## src/rtl/wdt_lockcfg_pkg.sv

```systemverilog
package wdt_lockcfg_pkg;

  // Stored mode bits; field order follows the write-data bit positions.
  typedef struct packed {
    logic       ext_base;  // bit 4: 1 = external tick, 0 = RC tick
    logic       stop_en;   // bit 3: count during STOP
    logic       halt_en;   // bit 2: count during HALT
    logic [1:0] tap;       // bits 1:0: timeout length select
  } wdt_cfg_t;

  localparam int CFG_BITS = $bits(wdt_cfg_t);

  localparam wdt_cfg_t CFG_DEFAULT = '{
    ext_base: 1'b0,
    stop_en:  1'b1,
    halt_en:  1'b1,
    tap:      2'b01
  };

endpackage

```

## src/rtl/wdt_cfg_reg.sv

```systemverilog
module wdt_cfg_reg
  import wdt_lockcfg_pkg::*;
#(
  parameter int LOCK_CYCLES = 60,
  parameter int DATA_W      = 8
) (
  input  logic              clk,
  input  logic              rst,
  input  logic              we,
  input  logic [DATA_W-1:0] wdata,
  output wdt_cfg_t          cfg,
  output logic              locked
);

  localparam int WIN_W = $clog2(LOCK_CYCLES + 1);
  localparam logic [WIN_W-1:0] WIN_LAST = WIN_W'(LOCK_CYCLES - 1);

  logic [WIN_W-1:0] win_cnt;

  // Window counter and sticky lock flag; only reset reopens the window.
  always_ff @(posedge clk) begin
    if (rst) begin
      win_cnt <= '0;
      locked  <= 1'b0;
    end else if (!locked) begin
      if (win_cnt == WIN_LAST) begin
        locked <= 1'b1;
      end else begin
        win_cnt <= win_cnt + 1'b1;
      end
    end
  end

  // Mode register; the reserved upper data bits are never stored.
  always_ff @(posedge clk) begin
    if (rst) begin
      cfg <= CFG_DEFAULT;
    end else if (we && !locked) begin
      cfg <= wdt_cfg_t'(wdata[CFG_BITS-1:0]);
    end
  end

  assert_lock_sticky_R3: assert property (@(posedge clk) disable iff (rst)
    locked |=> locked);

  assert_cfg_frozen_R3: assert property (@(posedge clk) disable iff (rst)
    locked |=> $stable(cfg));

endmodule

```

## src/rtl/wdt_tick_gate.sv

```systemverilog
module wdt_tick_gate
  import wdt_lockcfg_pkg::*;
(
  input  wdt_cfg_t cfg,
  input  logic     rc_tick,
  input  logic     ext_tick,
  input  logic     halt,
  input  logic     stop,
  output logic     tick_en,
  output logic     in_stop
);

  logic base_tick;
  logic paused;

  always_comb begin
    base_tick = cfg.ext_base ? ext_tick : rc_tick;
    paused    = (stop && !cfg.stop_en) || (halt && !cfg.halt_en);
    tick_en   = base_tick && !paused;
    in_stop   = stop;
  end

endmodule

```

## src/rtl/wdt_counter.sv

```systemverilog
module wdt_counter #(
  parameter int TAP0 = 128,
  parameter int TAP1 = 256,
  parameter int TAP2 = 512,
  parameter int TAP3 = 2048
) (
  input  logic       clk,
  input  logic       rst,
  input  logic [1:0] tap,
  input  logic       tick_en,
  input  logic       kick,
  input  logic       in_stop,
  output logic       wdt_rst,
  output logic       stop_to
);

  localparam int MAX_A = (TAP0 > TAP1) ? TAP0 : TAP1;
  localparam int MAX_B = (TAP2 > TAP3) ? TAP2 : TAP3;
  localparam int TAP_MAX = (MAX_A > MAX_B) ? MAX_A : MAX_B;
  localparam int CNT_W = $clog2(TAP_MAX + 1);
  localparam int NTAPS = 4;

  // Terminal count per tap, built by a generate loop over the tap lengths.
  logic [CNT_W-1:0] last_tbl [NTAPS];

  for (genvar g = 0; g < NTAPS; g++) begin : g_tap
    localparam int LEN = (g == 0) ? TAP0 : (g == 1) ? TAP1 : (g == 2) ? TAP2 : TAP3;
    assign last_tbl[g] = CNT_W'(LEN - 1);
  end

  logic [CNT_W-1:0] count;
  logic             hit;

  assign hit = tick_en && (count >= last_tbl[tap]);

  always_ff @(posedge clk) begin
    if (rst) begin
      count   <= '0;
      wdt_rst <= 1'b0;
      stop_to <= 1'b0;
    end else begin
      wdt_rst <= 1'b0;
      stop_to <= 1'b0;
      if (kick) begin
        count <= '0;
      end else if (hit) begin
        count <= '0;
        if (in_stop) begin
          stop_to <= 1'b1;
        end else begin
          wdt_rst <= 1'b1;
        end
      end else if (tick_en) begin
        count <= count + 1'b1;
      end
    end
  end

  assert_kick_clear_R6: assert property (@(posedge clk) disable iff (rst)
    kick |=> (count == '0));

  assert_pause_hold_R7: assert property (@(posedge clk) disable iff (rst)
    (!tick_en && !kick) |=> $stable(count));

  assert_single_pulse_R9: assert property (@(posedge clk) disable iff (rst)
    (wdt_rst || stop_to) |=> !(wdt_rst || stop_to));

  assert_outputs_exclusive_R9: assert property (@(posedge clk) disable iff (rst)
    !(wdt_rst && stop_to));

  assert_stop_route_R9: assert property (@(posedge clk) disable iff (rst)
    stop_to |-> $past(in_stop));

endmodule

```

## src/rtl/wdt_lockcfg.sv

```systemverilog
module wdt_lockcfg
  import wdt_lockcfg_pkg::*;
#(
  parameter int LOCK_CYCLES = 60,
  parameter int DATA_W      = 8,
  parameter int TAP0        = 128,
  parameter int TAP1        = 256,
  parameter int TAP2        = 512,
  parameter int TAP3        = 2048
) (
  input  logic              clk,
  input  logic              rst,
  input  logic              cfg_we,
  input  logic [DATA_W-1:0] cfg_wdata,
  input  logic              kick,
  input  logic              halt,
  input  logic              stop,
  input  logic              rc_tick,
  input  logic              ext_tick,
  output logic              wdt_rst,
  output logic              stop_to
);

  wdt_cfg_t cfg;
  logic     locked;
  logic     tick_en;
  logic     in_stop;

  wdt_cfg_reg #(
    .LOCK_CYCLES (LOCK_CYCLES),
    .DATA_W      (DATA_W)
  ) u_cfg (
    .clk    (clk),
    .rst    (rst),
    .we     (cfg_we),
    .wdata  (cfg_wdata),
    .cfg    (cfg),
    .locked (locked)
  );

  wdt_tick_gate u_gate (
    .cfg      (cfg),
    .rc_tick  (rc_tick),
    .ext_tick (ext_tick),
    .halt     (halt),
    .stop     (stop),
    .tick_en  (tick_en),
    .in_stop  (in_stop)
  );

  wdt_counter #(
    .TAP0 (TAP0),
    .TAP1 (TAP1),
    .TAP2 (TAP2),
    .TAP3 (TAP3)
  ) u_cnt (
    .clk     (clk),
    .rst     (rst),
    .tap     (cfg.tap),
    .tick_en (tick_en),
    .kick    (kick),
    .in_stop (in_stop),
    .wdt_rst (wdt_rst),
    .stop_to (stop_to)
  );

  assert_no_write_when_locked_R3: assert property (@(posedge clk) disable iff (rst)
    (locked && cfg_we) |=> $stable(cfg));

endmodule

```

## config.mk

```make
export PLATFORM = sky130hd
export DESIGN_NAME = wdt_lockcfg
export DESIGN_NICKNAME = d
export VERILOG_FILES = /design/src/rtl/wdt_lockcfg_pkg.sv /design/src/rtl/wdt_cfg_reg.sv /design/src/rtl/wdt_tick_gate.sv /design/src/rtl/wdt_counter.sv /design/src/rtl/wdt_lockcfg.sv
export SDC_FILE = /design/constraint.sdc
export NUM_CORES = 1
export LEC_CHECK = 0
export ABC_CLOCK_PERIOD_IN_PS = 2600
export BUFFER_PORTS_ARGS = -buffer_cell sky130_fd_sc_hd__buf_2
export CAP_MARGIN = 20
export CORE_UTILIZATION = 30
export CTS_CLUSTER_DIAMETER = 50
export DETAILED_ROUTE_END_ITERATION = 7
export PLACE_DENSITY = 0.59
export REMOVE_ABC_BUFFERS = 1
export SYNTH_ARGS = -nofsm -noshare
export SYNTH_HDL_FRONTEND = slang
export SYNTH_SLANG_ARGS = --single-unit
export TNS_END_PERCENT = 20
```

## constraint.sdc

```tcl
create_clock -name clk -period 2.6 [get_ports clk]
set_clock_uncertainty 0.2 [all_clocks]
set_input_delay 0.13 -clock clk [delete_from_list [all_inputs] [get_ports clk]]
set_output_delay 0.13 -clock clk [all_outputs]
set_load 0.02 [all_outputs]
```

==> results of run 1 <==
==> stage by stage <==
step           cells  hold slack (ns)  util [%]  setup WS, ns  area [um^2]
6_report         221            0.131      38.5         0.223         1570
5_1_grt          221            0.147      38.5        0.0752         1570
4_1_cts          221            0.121      38.5         0.215         1570
3_5_place_dp     208            0.133      34.6         0.250         1410
3_3_place_gp     208            0.131      34.6         0.295         1410
2_1_floorplan    144        -0.000934         -         0.410         1280
==> cell families after synthesis <==
group                    count (synthesis)
AND/OR/NAND/NOR                         66
AO/OA/AOI/OAI                           34
flip-flops                              26
buffers and inverters                   10
adder cells (fa/ha/maj)                  6
XOR/XNOR                                 3
multiplexers                             3
==> registers in the layout, indices dropped and copies added (netlist names) <==
register	count
u_cfg.cfg	5
u_cfg.locked	1
u_cfg.win_cnt	6
u_cnt.count	12
u_cnt.stop_to	1
u_cnt.wdt_rst	1
==> power breakdown <==
group	leakage, nW	internal [mW]	switching, mW
registers	0.211	0.408	0.00698
logic	0.390	0.0391	0.0428
clock network	0.0357	0.206	0.133
total	0.638	0.653	0.183
==> critical path, delay by kind of cell <==
kind	cells	cell delay [ns]
and+or+nand+nor	3	1.17
buffers and inverters	2	0.73
AOI/OAI and AO/OA	2	0.34
==> repair_timing <==
action	CTS	global route
endpoints found under the hold margin	14	0
buffers inserted	0	0
hold buffers	9	0
==> cell type report <==
cell class | instances | area share (%)
clock buffer | 3 | 2.62
inverter | 6 | 1.43
tap | 50 | 3.97
timing repair buffer | 23 | 10.2
multi-input combinational | 112 | 46.8
clock inverter | 1 | 1.91
sequential | 26 | 33.1
==> cells in the final DEF (no fill, tap or decap), types with 4 or more instances in the layout <==
cell type       n
nor3_1          4
nand3_1         9
nor2b_1         7
a31oi_1         5
a21oi_1         6
a211o_1         5
or3_1           7
dfxtp_1        26
dlygate4sd3_1   9
a21o_1          4
nand2_1        11
inv_1           6
buf_2          14
o21ai_1         4
nor2_1         15
ha_1            6
==> routing by layer <==
| metal | GRT usage, % | wire (um) | up-vias | part of all wire, % |
|---|---|---|---|---|
| met5 | 0 | 0 | - | 0 |
| met2 | 25.0 | 1410 | 11 | 52 |
| met1 | 14.4 | 1260 | 543 | 46 |
| met3 | 2.00 | 48 | 0 | 1.8 |
| li1 | - | - | 580 | - |
| met4 | 3.91 | 0 | 0 | 0 |
==> worst max-delay path by stage <==
stage	startpoint	end
floorplan	u_cfg.cfg[1]	u_cnt.count[11]
global placement	u_cfg.cfg[0]	u_cnt.count[11]
detailed placement	u_cfg.cfg[1]	u_cnt.count[11]
CTS	u_cfg.cfg[1]	u_cnt.count[11]
global route	u_cfg.cfg[1]	u_cnt.count[11]
finish	rst	u_cnt.count[9]
==> metrics.md, run 1 <==
| Metric | Value |
|---|---|
| Fraction of registers with async set/reset | `0%` |
| Hold depth | `4` |
| Grt total ovfl | `0` |
| Synth area leaders | `dfxtp_1, ha_1, nor2_1` |
| Die ar. | `0.00461 mm^2` |
| Per-cell routed wire length | `12.3 um` |
| CTS tree | `done` |
| Final worst-path cycle share | `91.4%` |
| Largest net degree at the start of global routing | `16` |
| Final Hold Fails | `0` |
| IO Count | `18` |
| FF+latch count, synth | `26` |
| Area share of the largest cell type after synthesis | `39.9%` |
| Status | `finished, final reports clean` |
| Initial DRT Pass Iterations | `4` |
| Worst skew pair latency | `0.27 ns` |
| Yosys top cell by area | `dfxtp_1` |
| Critical Path AT | `2.38 ns` |
| H-tree Lvls | `1` |
| Row count | `23` |
| Max Freq | `0.421 GHz` |
| Initial antenna violation count | `0` |
| Post-DP HPWL | `2020 um` |
| Vias in the first global route | `1135` |
| Area grow syn2layout | `20.7%` |
| RSZ-0062 raised after global routing | `no` |
| Largest family of logic cells by synthesized area | `simple AND/OR/NAND/NOR gates` |
| CP Class | `input port to flop` |
| Slowest CP cell | `dlygate4sd3_1` |
| Synthesized area per cell | `8.81 um^2` |
| First-iteration detailed-routing DRC count | `49` |
| RR Startpoint | `u_cfg.cfg[1]` |
| CP max stage delay | `0.53 ns` |
| Longest Clk Path Bufs | `2` |
| Setup tns final | `0 ns` |
| Final #Nets | `194` |
| Pwr dens | `532 mW/mm^2` |
| Worst hold path startpoint | `kick` |
| Drt drc | `0` |
| Clk slew on worst S/H paths | `0.09 ns` |
| Critical path cell sequence | `dlygate4sd3_1 > buf_2 > or2_1 > nor4_4 > o211ai_2 > or3_1 > o21ai_1` |
| Die Width | `67.9 um` |
| Vias | `1134` |
| Routability Congestion | `0.809` |
| Final setup viols | `0` |
| WHS Endpoint | `u_cnt.count[3]` |
| Count leader, synth | `dfxtp_1` |
| Main synth FF type | `dfxtp_1` |
| First-pass GRT wire length | `4570 um` |
| Leak | `0.638 nW` |
| Peak VDD IR | `0.000273 V` |
| Inserted Diodes | `0` |
| Reg2reg setup slack | `0.22 ns` |
| Avg Vias per Cell | `5.13` |
| DIE HEIGHT | `67.9 um` |
| Design Power | `837 uW` |
| Critical Path Start Type | `input port` |
| # fillers | `421` |
| Maximum fanout along the worst path | `14` |
| Compound-Gate Fraction of Synth Area | `18.8%` |
| Synth Area in XOR/XNOR | `2.02%` |
| Post-Synthesis Cell Area | `0.00130 mm^2` |
| WL final | `2720 um` |
| Adder-cell share of the synthesized area | `5.76%` |
| Sink Count | `26` |
| Worst slew pin tran | `0.694 ns` |
| Worst setup EP type | `flop` |
| Share of cells above drive strength 1 | `14.6%` |
| Num CTS Buffers | `3` |
| Multi-input gate area | `737 um^2` |
| Cells after synthesis | `148` |
| Yosys cell types | `38` |
| Mux contribution to synthesized area | `2.30%` |
| Synth cell count leaders | `dfxtp_1, nor2_1, nand2_1, nand3_1` |
| Worst hold path type | `input port to flop` |
| Register area share after synthesis | `39.9%` |
| Starting Density | `31.9%` |
| Clock tree root driver cell | `clkbuf_8` |
| Post-DRT Antenna Nets | `0` |
| Post-synthesis simple-gate area fraction | `27.6%` |
| Register area | `520 um^2` |
| All-Layer GR Usage | `13.0%` |
| Final min period | `2.38 ns` |
| Reg-to-reg critical path endpoint | `u_cnt.count[11]` |
| Crit path required time | `2.61 ns` |
| CTS resizes | `0` |
| Core ar. | `0.00409 mm^2` |
| EDFF count, synth | `0` |
| MaxCap Viol Count | `0` |
| Ys Warns | `0` |
| Slew HR | `53.7%` |
| Reg2Reg Depth | `7` |
| Final slew viol count | `0` |
| Input/output buffers | `14` |
No activity file was read; power rests on OpenSTA's default activity.
==> run 2: changes to the inputs <==
--- a/config.mk
+++ b/config.mk
@@ -8,6 +8,7 @@
 export ABC_CLOCK_PERIOD_IN_PS = 2600
 export BUFFER_PORTS_ARGS = -buffer_cell sky130_fd_sc_hd__buf_2
 export CAP_MARGIN = 20
+export CORE_ASPECT_RATIO = 0.8
 export CORE_UTILIZATION = 30
 export CTS_CLUSTER_DIAMETER = 50
 export DETAILED_ROUTE_END_ITERATION = 7
==> metrics.md, run 2 (same netlist as run 1, synthesis figures left out) <==
| Metric | Value |
|---|---|
| Biggest register | `u_cnt.count` |
| Sw Share | `23.3% (+1.4 points)` |
| Routability Congestion | `0.760 (-6.0%)` |
| Worst hold path type | `input port to flop` |
| Worst setup EP type | `flop` |
| Leak | `0.624 nW (-2.1%)` |
| Avg Vias per Cell | `4.92 (-4.1%)` |
| Flop pwr share | `54.8% (+5.2 points)` |
| First-iteration detailed-routing DRC count | `34 (-31%)` |
| Die Width | `75.7 um (+11%)` |
| Final setup viols | `0 (unchanged)` |
| Critical path cell sequence | `nand2_1 > ha_1 > a21o_1 > a211oi_2 > o21ai_2 > or4_1 > a21oi_1` |
| All-Layer GR Usage | `13.9% (+0.93 points)` |
| Int Pwr | `582 uW (-11%)` |
| Vias in the first global route | `1039 (-8.5%)` |
| CP max stage delay | `0.55 ns (+0.02 ns)` |
| Final #Nets | `193 (-0.52%)` |
| Worst skew pair latency | `0.27 ns (about the same)` |
| Sink Count | `26 (unchanged)` |
| Final Hold Fails | `0 (unchanged)` |
| Worst slew pin tran | `0.604 ns (-0.0900 ns)` |
| Per-cell routed wire length | `12.1 um (-1.1%)` |
| Worst hold slack | `0.164 ns (+0.0327 ns)` |
| Drt drc | `1 (+1)` |
| Num CTS Buffers | `3 (unchanged)` |
| First-pass GRT wire length | `4750 um (+3.9%)` |
| Initial DRT Pass Iterations | `6 (+2)` |
| RSZ-0062 raised after global routing | `no` |
| Share of cells above drive strength 1 | `14.7% (+0.086 points)` |
| Max Freq | `0.423 GHz (+0.54%)` |
| Slew HR | `59.7% (+6.0 points)` |
| NetSw | `177 uW (-3.4%)` |
| CTS resizes | `0 (unchanged)` |
| Die ar. | `0.00462 mm^2 (about the same)` |
| Status | `complete, but fails checks` |
| DIE HEIGHT | `61.0 um (-10%)` |
| Failing checks | `design-rule violations` |
| Clk pwr share | `34.6% (-6.0 points)` |
| Crit path required time | `2.61 ns (about the same)` |
| Clock tree root driver cell | `clkbuf_8` |
| Core ar. | `0.00418 mm^2 (+2.2%)` |
| Gate power share | `10.6% (+0.8 points)` |
| Post-DRT Antenna Nets | `0 (unchanged)` |
| Post-DP HPWL | `1990 um (-1.3%)` |
| Inserted Diodes | `0 (unchanged)` |
| CP Class | `flop to flop` |
| Peak VDD IR | `0.000246 V (-9.9%)` |
| Critical Path Start Type | `flop` |
| Critical Path AT | `2.37 ns (about the same)` |
| Commonest non-fill, non-tap cell in the layout | `dfxtp_1` |
| Slowest CP cell | `or4_1` |
| Largest net degree at the start of global routing | `15 (-1)` |
| Grt total ovfl | `0 (unchanged)` |
| CTS tree | `done` |
| Final slew viol count | `0 (unchanged)` |
| H-tree Lvls | `1 (unchanged)` |
| Largest regs | `u_cnt.count x12, u_cfg.win_cnt x6, u_cfg.cfg x5` |
| Starting Density | `31.2% (-0.70 points)` |
| Input/output buffers | `14 (unchanged)` |
| Initial antenna violation count | `0 (unchanged)` |
| Pwr dens | `487 mW/mm^2 (-8.3%)` |
| Area grow syn2layout | `19.4%` |
| Most frequent cells in the layout | `dfxtp_1, nor2_1, buf_2, nand2_1, nand3_1` |
| Max reg flops | `12 (unchanged)` |
| Clk slew on worst S/H paths | `0.09 ns (about the same)` |
| MaxCap Viol Count | `0 (unchanged)` |
| Vias | `1117 (-1.5%)` |
| # fillers | `432 (+2.6%)` |
| WL final | `2760 um (+1.5%)` |
| Longest Clk Path Bufs | `2 (unchanged)` |
| IO Count | `18 (unchanged)` |
| Row count | `21 (-8.7%)` |
| Setup tns final | `0 ns (unchanged)` |
| Maximum fanout along the worst path | `7 (-7)` |
| Final worst-path cycle share | `90.9% (-0.49 points)` |
| Final min period | `2.36 ns (-0.0128 ns)` |
[run 2: path summary, 6_finish.rpt]
path / start / to / slack, ns / cells past startpoint
setup / recovery: u_cfg.cfg[0] / u_cnt.count[11] / 0.24 / 7
hold / removal: kick / u_cnt.count[3] / 0.16 / 4
hold reg to reg: u_cnt.count[1] / u_cnt.count[1] / 0.28 / 2
setup reg to reg: u_cfg.cfg[0] / u_cnt.count[11] / 0.24 / 7
[run 2: per-stage QoR]
| stage | area (um^2) | power [mW] | setup WS [ns] | util, % | instances |
|---|---|---|---|---|---|
| floorplan | 1280 | 0.471 | 0.410 | - | 144 |
| global placement | 1420 | 0.495 | 0.311 | 34.0 | 215 |
| detailed placement | 1420 | 0.496 | 0.259 | 34.0 | 215 |
| CTS | 1560 | 0.769 | 0.233 | 37.3 | 227 |
| global route | 1560 | 0.800 | 0.112 | 37.3 | 227 |
| finish | 1560 | 0.759 | 0.236 | 37.3 | 227 |
[run 2: layout make-up]
class	count	area, um^2	share of cell area (%)
clock buffer	4	55.1	3.54
sequential	26	520	33.4
inverter	6	22.5	1.45
tap	57	71.3	4.58
multi-input combinational	112	737	47.3
timing repair buffer	22	150	9.65
[run 2: power groups by stage]
stage                     combinational, mW  clock [mW]  sequential [mW]
after global placement               0.0700           0            0.424
after CTS                            0.0810       0.273            0.416
after global routing                 0.0903       0.293            0.417
final                                0.0804       0.263            0.416
after floorplan                      0.0483           0            0.423
after detailed placement             0.0713           0            0.425
[run 2: layer usage]
metal | global-route usage [%] | wire length (um)
met1 | 18.4 | 1440
met2 | 23.5 | 1280
met3 | 3.49 | 35
met4 | 2.38 | 0
met5 | 0 | 0
[run 2: worst max-delay path: cells and delay by family, from the launching register on]
family | cells | cell delay, ns
AO/OA/AOI/OAI | 4 | 0.81
AND/OR/NAND/NOR | 2 | 0.63
flip-flops | 1 | 0.36
adder cells (fa/ha/maj) | 1 | 0.29
[run 2: what timing repair did]
item	CTS	global route
setup buffers	0	0
endpoints found under the setup margin	0	0
hold buffers	8	0
endpoints found under the hold margin	9	0
==> run 3: changes to the inputs <==
--- a/config.mk
+++ b/config.mk
@@ -5,7 +5,7 @@
 export SDC_FILE = /design/constraint.sdc
 export NUM_CORES = 1
 export LEC_CHECK = 0
-export ABC_CLOCK_PERIOD_IN_PS = 2600
+export ABC_CLOCK_PERIOD_IN_PS = 2500
 export BUFFER_PORTS_ARGS = -buffer_cell sky130_fd_sc_hd__buf_2
 export CAP_MARGIN = 20
 export CORE_ASPECT_RATIO = 0.8
==> constraint.sdc (replaced) <==
create_clock -name clk -period 2.5 [get_ports clk]
set_clock_uncertainty 0.2 [all_clocks]
set_input_delay 0.125 -clock clk [delete_from_list [all_inputs] [get_ports clk]]
set_output_delay 0.125 -clock clk [all_outputs]
set_load 0.02 [all_outputs]
==> metrics.md, run 3 (same netlist as run 1, synthesis figures left out) <==
| Metric | Value |
|---|---|
| Final setup viols | `0 (unchanged)` |
| Final min period | `2.34 ns` |
| Critical Path AT | `2.35 ns (-0.02 ns)` |
| CP Class | `input port to flop` |
| All-Layer GR Usage | `13.4% (-0.60 points)` |
| Failing checks | `design-rule violations` |
| Clock tree root driver cell | `clkbuf_8` |
| CTS tree | `done` |
| H-tree Lvls | `1 (unchanged)` |
| Die Width | `75.7 um (unchanged)` |
| Die ar. | `0.00462 mm^2 (unchanged)` |
| Grt total ovfl | `0 (unchanged)` |
| Starting Density | `31.2% (unchanged)` |
| CP max stage delay | `0.53 ns (-0.02 ns)` |
| Max Freq | `0.427 GHz` |
| Maximum fanout along the worst path | `14 (+7)` |
| Slew HR | `59.0% (-0.66 points)` |
| Core ar. | `0.00418 mm^2 (unchanged)` |
| First-pass GRT wire length | `4680 um (-1.6%)` |
| Setup tns final | `0 ns (unchanged)` |
| Inserted Diodes | `0 (unchanged)` |
| IO Count | `18 (unchanged)` |
| Post-DRT Antenna Nets | `0 (unchanged)` |
| Pwr dens | `487 mW/mm^2 (-0.12%)` |
| Max reg flops | `12 (unchanged)` |
| MaxCap Viol Count | `0 (unchanged)` |
| Vias | `1093 (-2.1%)` |
| Slowest CP cell | `dlygate4sd3_1` |
| Post-DP HPWL | `1930 um (-3.4%)` |
| Met2 GRT Util | `21.9% (-1.5 points)` |
| Leak | `0.627 nW (+0.45%)` |
| Fin area | `0.00156 mm^2 (+0.24%)` |
| First-iteration detailed-routing DRC count | `39 (+15%)` |
| Largest regs | `u_cnt.count x12, u_cfg.win_cnt x6, u_cfg.cfg x5` |
| Input/output buffers | `14 (unchanged)` |
| Met3 usage | `2.49% (-1.0 points)` |
| DIE HEIGHT | `61.0 um (unchanged)` |
| Num CTS Buffers | `3 (unchanged)` |
| Clk slew on worst S/H paths | `0.09 ns (about the same)` |
| Share of cells above drive strength 1 | `14.1% (-0.59 points)` |
| Sink Count | `26 (unchanged)` |
| Drt drc | `1 (unchanged)` |
| RSZ-0062 raised after global routing | `no` |
| Worst skew pair latency | `0.27 ns (about the same)` |
| Status | `complete, but fails checks` |
| Row count | `21 (unchanged)` |
| Initial antenna violation count | `0 (unchanged)` |
| Worst hold path type | `input port to flop` |
| Worst setup EP type | `flop` |
| Critical path cell sequence | `dlygate4sd3_1 > buf_2 > or2_1 > nor4_4 > o211ai_2 > or3_1 > o21ai_1` |
| Initial DRT Pass Iterations | `6 (unchanged)` |
| Critical Path Start Type | `input port` |
| Worst slew pin tran | `0.613 ns (+0.00981 ns)` |
| Per-cell routed wire length | `12.0 um (-1.6%)` |
| Largest net degree at the start of global routing | `15 (unchanged)` |
| WL final | `2710 um (-1.6%)` |
| Biggest register | `u_cnt.count` |
| Area grow syn2layout | `19.7%` |
| Avg Vias per Cell | `4.81 (-2.1%)` |
| Commonest non-fill, non-tap cell in the layout | `dfxtp_1` |
| Routability Congestion | `0.744 (-2.1%)` |
| Final #Nets | `194 (+0.52%)` |
| M1 GR Usage | `18.2% (-0.23 points)` |
| Crit path required time | `2.51 ns (-0.10 ns)` |
| Vias in the first global route | `1053 (+1.3%)` |
| Final worst-path cycle share | `93.6%` |
| Longest Clk Path Bufs | `2 (unchanged)` |
| Final slew viol count | `0 (unchanged)` |
| Peak VDD IR | `0.000330 V (+34%)` |
| Placed Area | `0.00142 mm^2 (unchanged)` |
| Final Hold Fails | `0 (unchanged)` |
| # fillers | `426 (-1.4%)` |
| Global routing's busiest layer | `met2` |
| Most frequent cells in the layout | `dfxtp_1, nor2_1, buf_2, nand2_1` |
[run 3: changes by cell type in the layout (fill, tap and decap cells not counted), sizes merged]
cell / delta
dlygate4sd3: +1
clkbuf: -1
[run 3: power by group]
group          internal (mW)  switching [mW]
Clock                  0.108           0.134
Sequential             0.425         0.00722
Combinational         0.0407          0.0450
Total                  0.573           0.186
[run 3: per-stage QoR]
stage                     hold slack (ns)  std cells  power [mW]  setup WS, ns  util, %
final                               0.119        227       0.760         0.160     37.3
after global placement              0.137        215       0.515         0.210     34.0
after floorplan                  -0.00593        144       0.490         0.310        -
after global routing                0.158        227       0.799        0.0180     37.3
after detailed placement            0.134        215       0.516         0.166     34.0
after CTS                           0.116        227       0.769         0.142     37.2
[run 3: layout make-up]
cell class                 instances  area (um^2)  share of cell area [%]
clock buffer                       3         41.3                    2.65
inverter                           6         22.5                    1.44
multi-input combinational        112          744                    47.7
sequential                        26          520                    33.4
tap                               57         71.3                    4.57
timing repair buffer              23          160                    10.3
[run 3: worst paths after layout]
kind,startpoint,end,depth (start not counted),slack (ns)
max reg2reg,u_cfg.cfg[1],u_cnt.count[11],7,0.17
min reg2reg,u_cnt.count[1],u_cnt.count[1],2,0.28
max,rst,u_cnt.count[3],7,0.16
min,kick,u_cnt.count[9],4,0.12
[run 3: layer usage]
layer,up-vias,wire [um]
li1,587,-
met1,495,1500
met2,11,1160
met3,0,56
met4,0,0
met5,-,0
[run 3: worst max-delay path, delay by kind of cell]
family / cells / cell delay (ns)
AO/OA/AOI/OAI: 2 / 0.35
buffers and inverters: 2 / 0.74
AND/OR/NAND/NOR: 3 / 1.13
[run 3: timing repair]
| item | CTS | global route |
|---|---|---|
| hold endpoints to repair | 14 | 0 |
| buffers inserted | 0 | 0 |
| resized for setup | 0 | 1 |
| hold buffers | 9 | 0 |
| endpoints found under the setup margin | 0 | 1 |
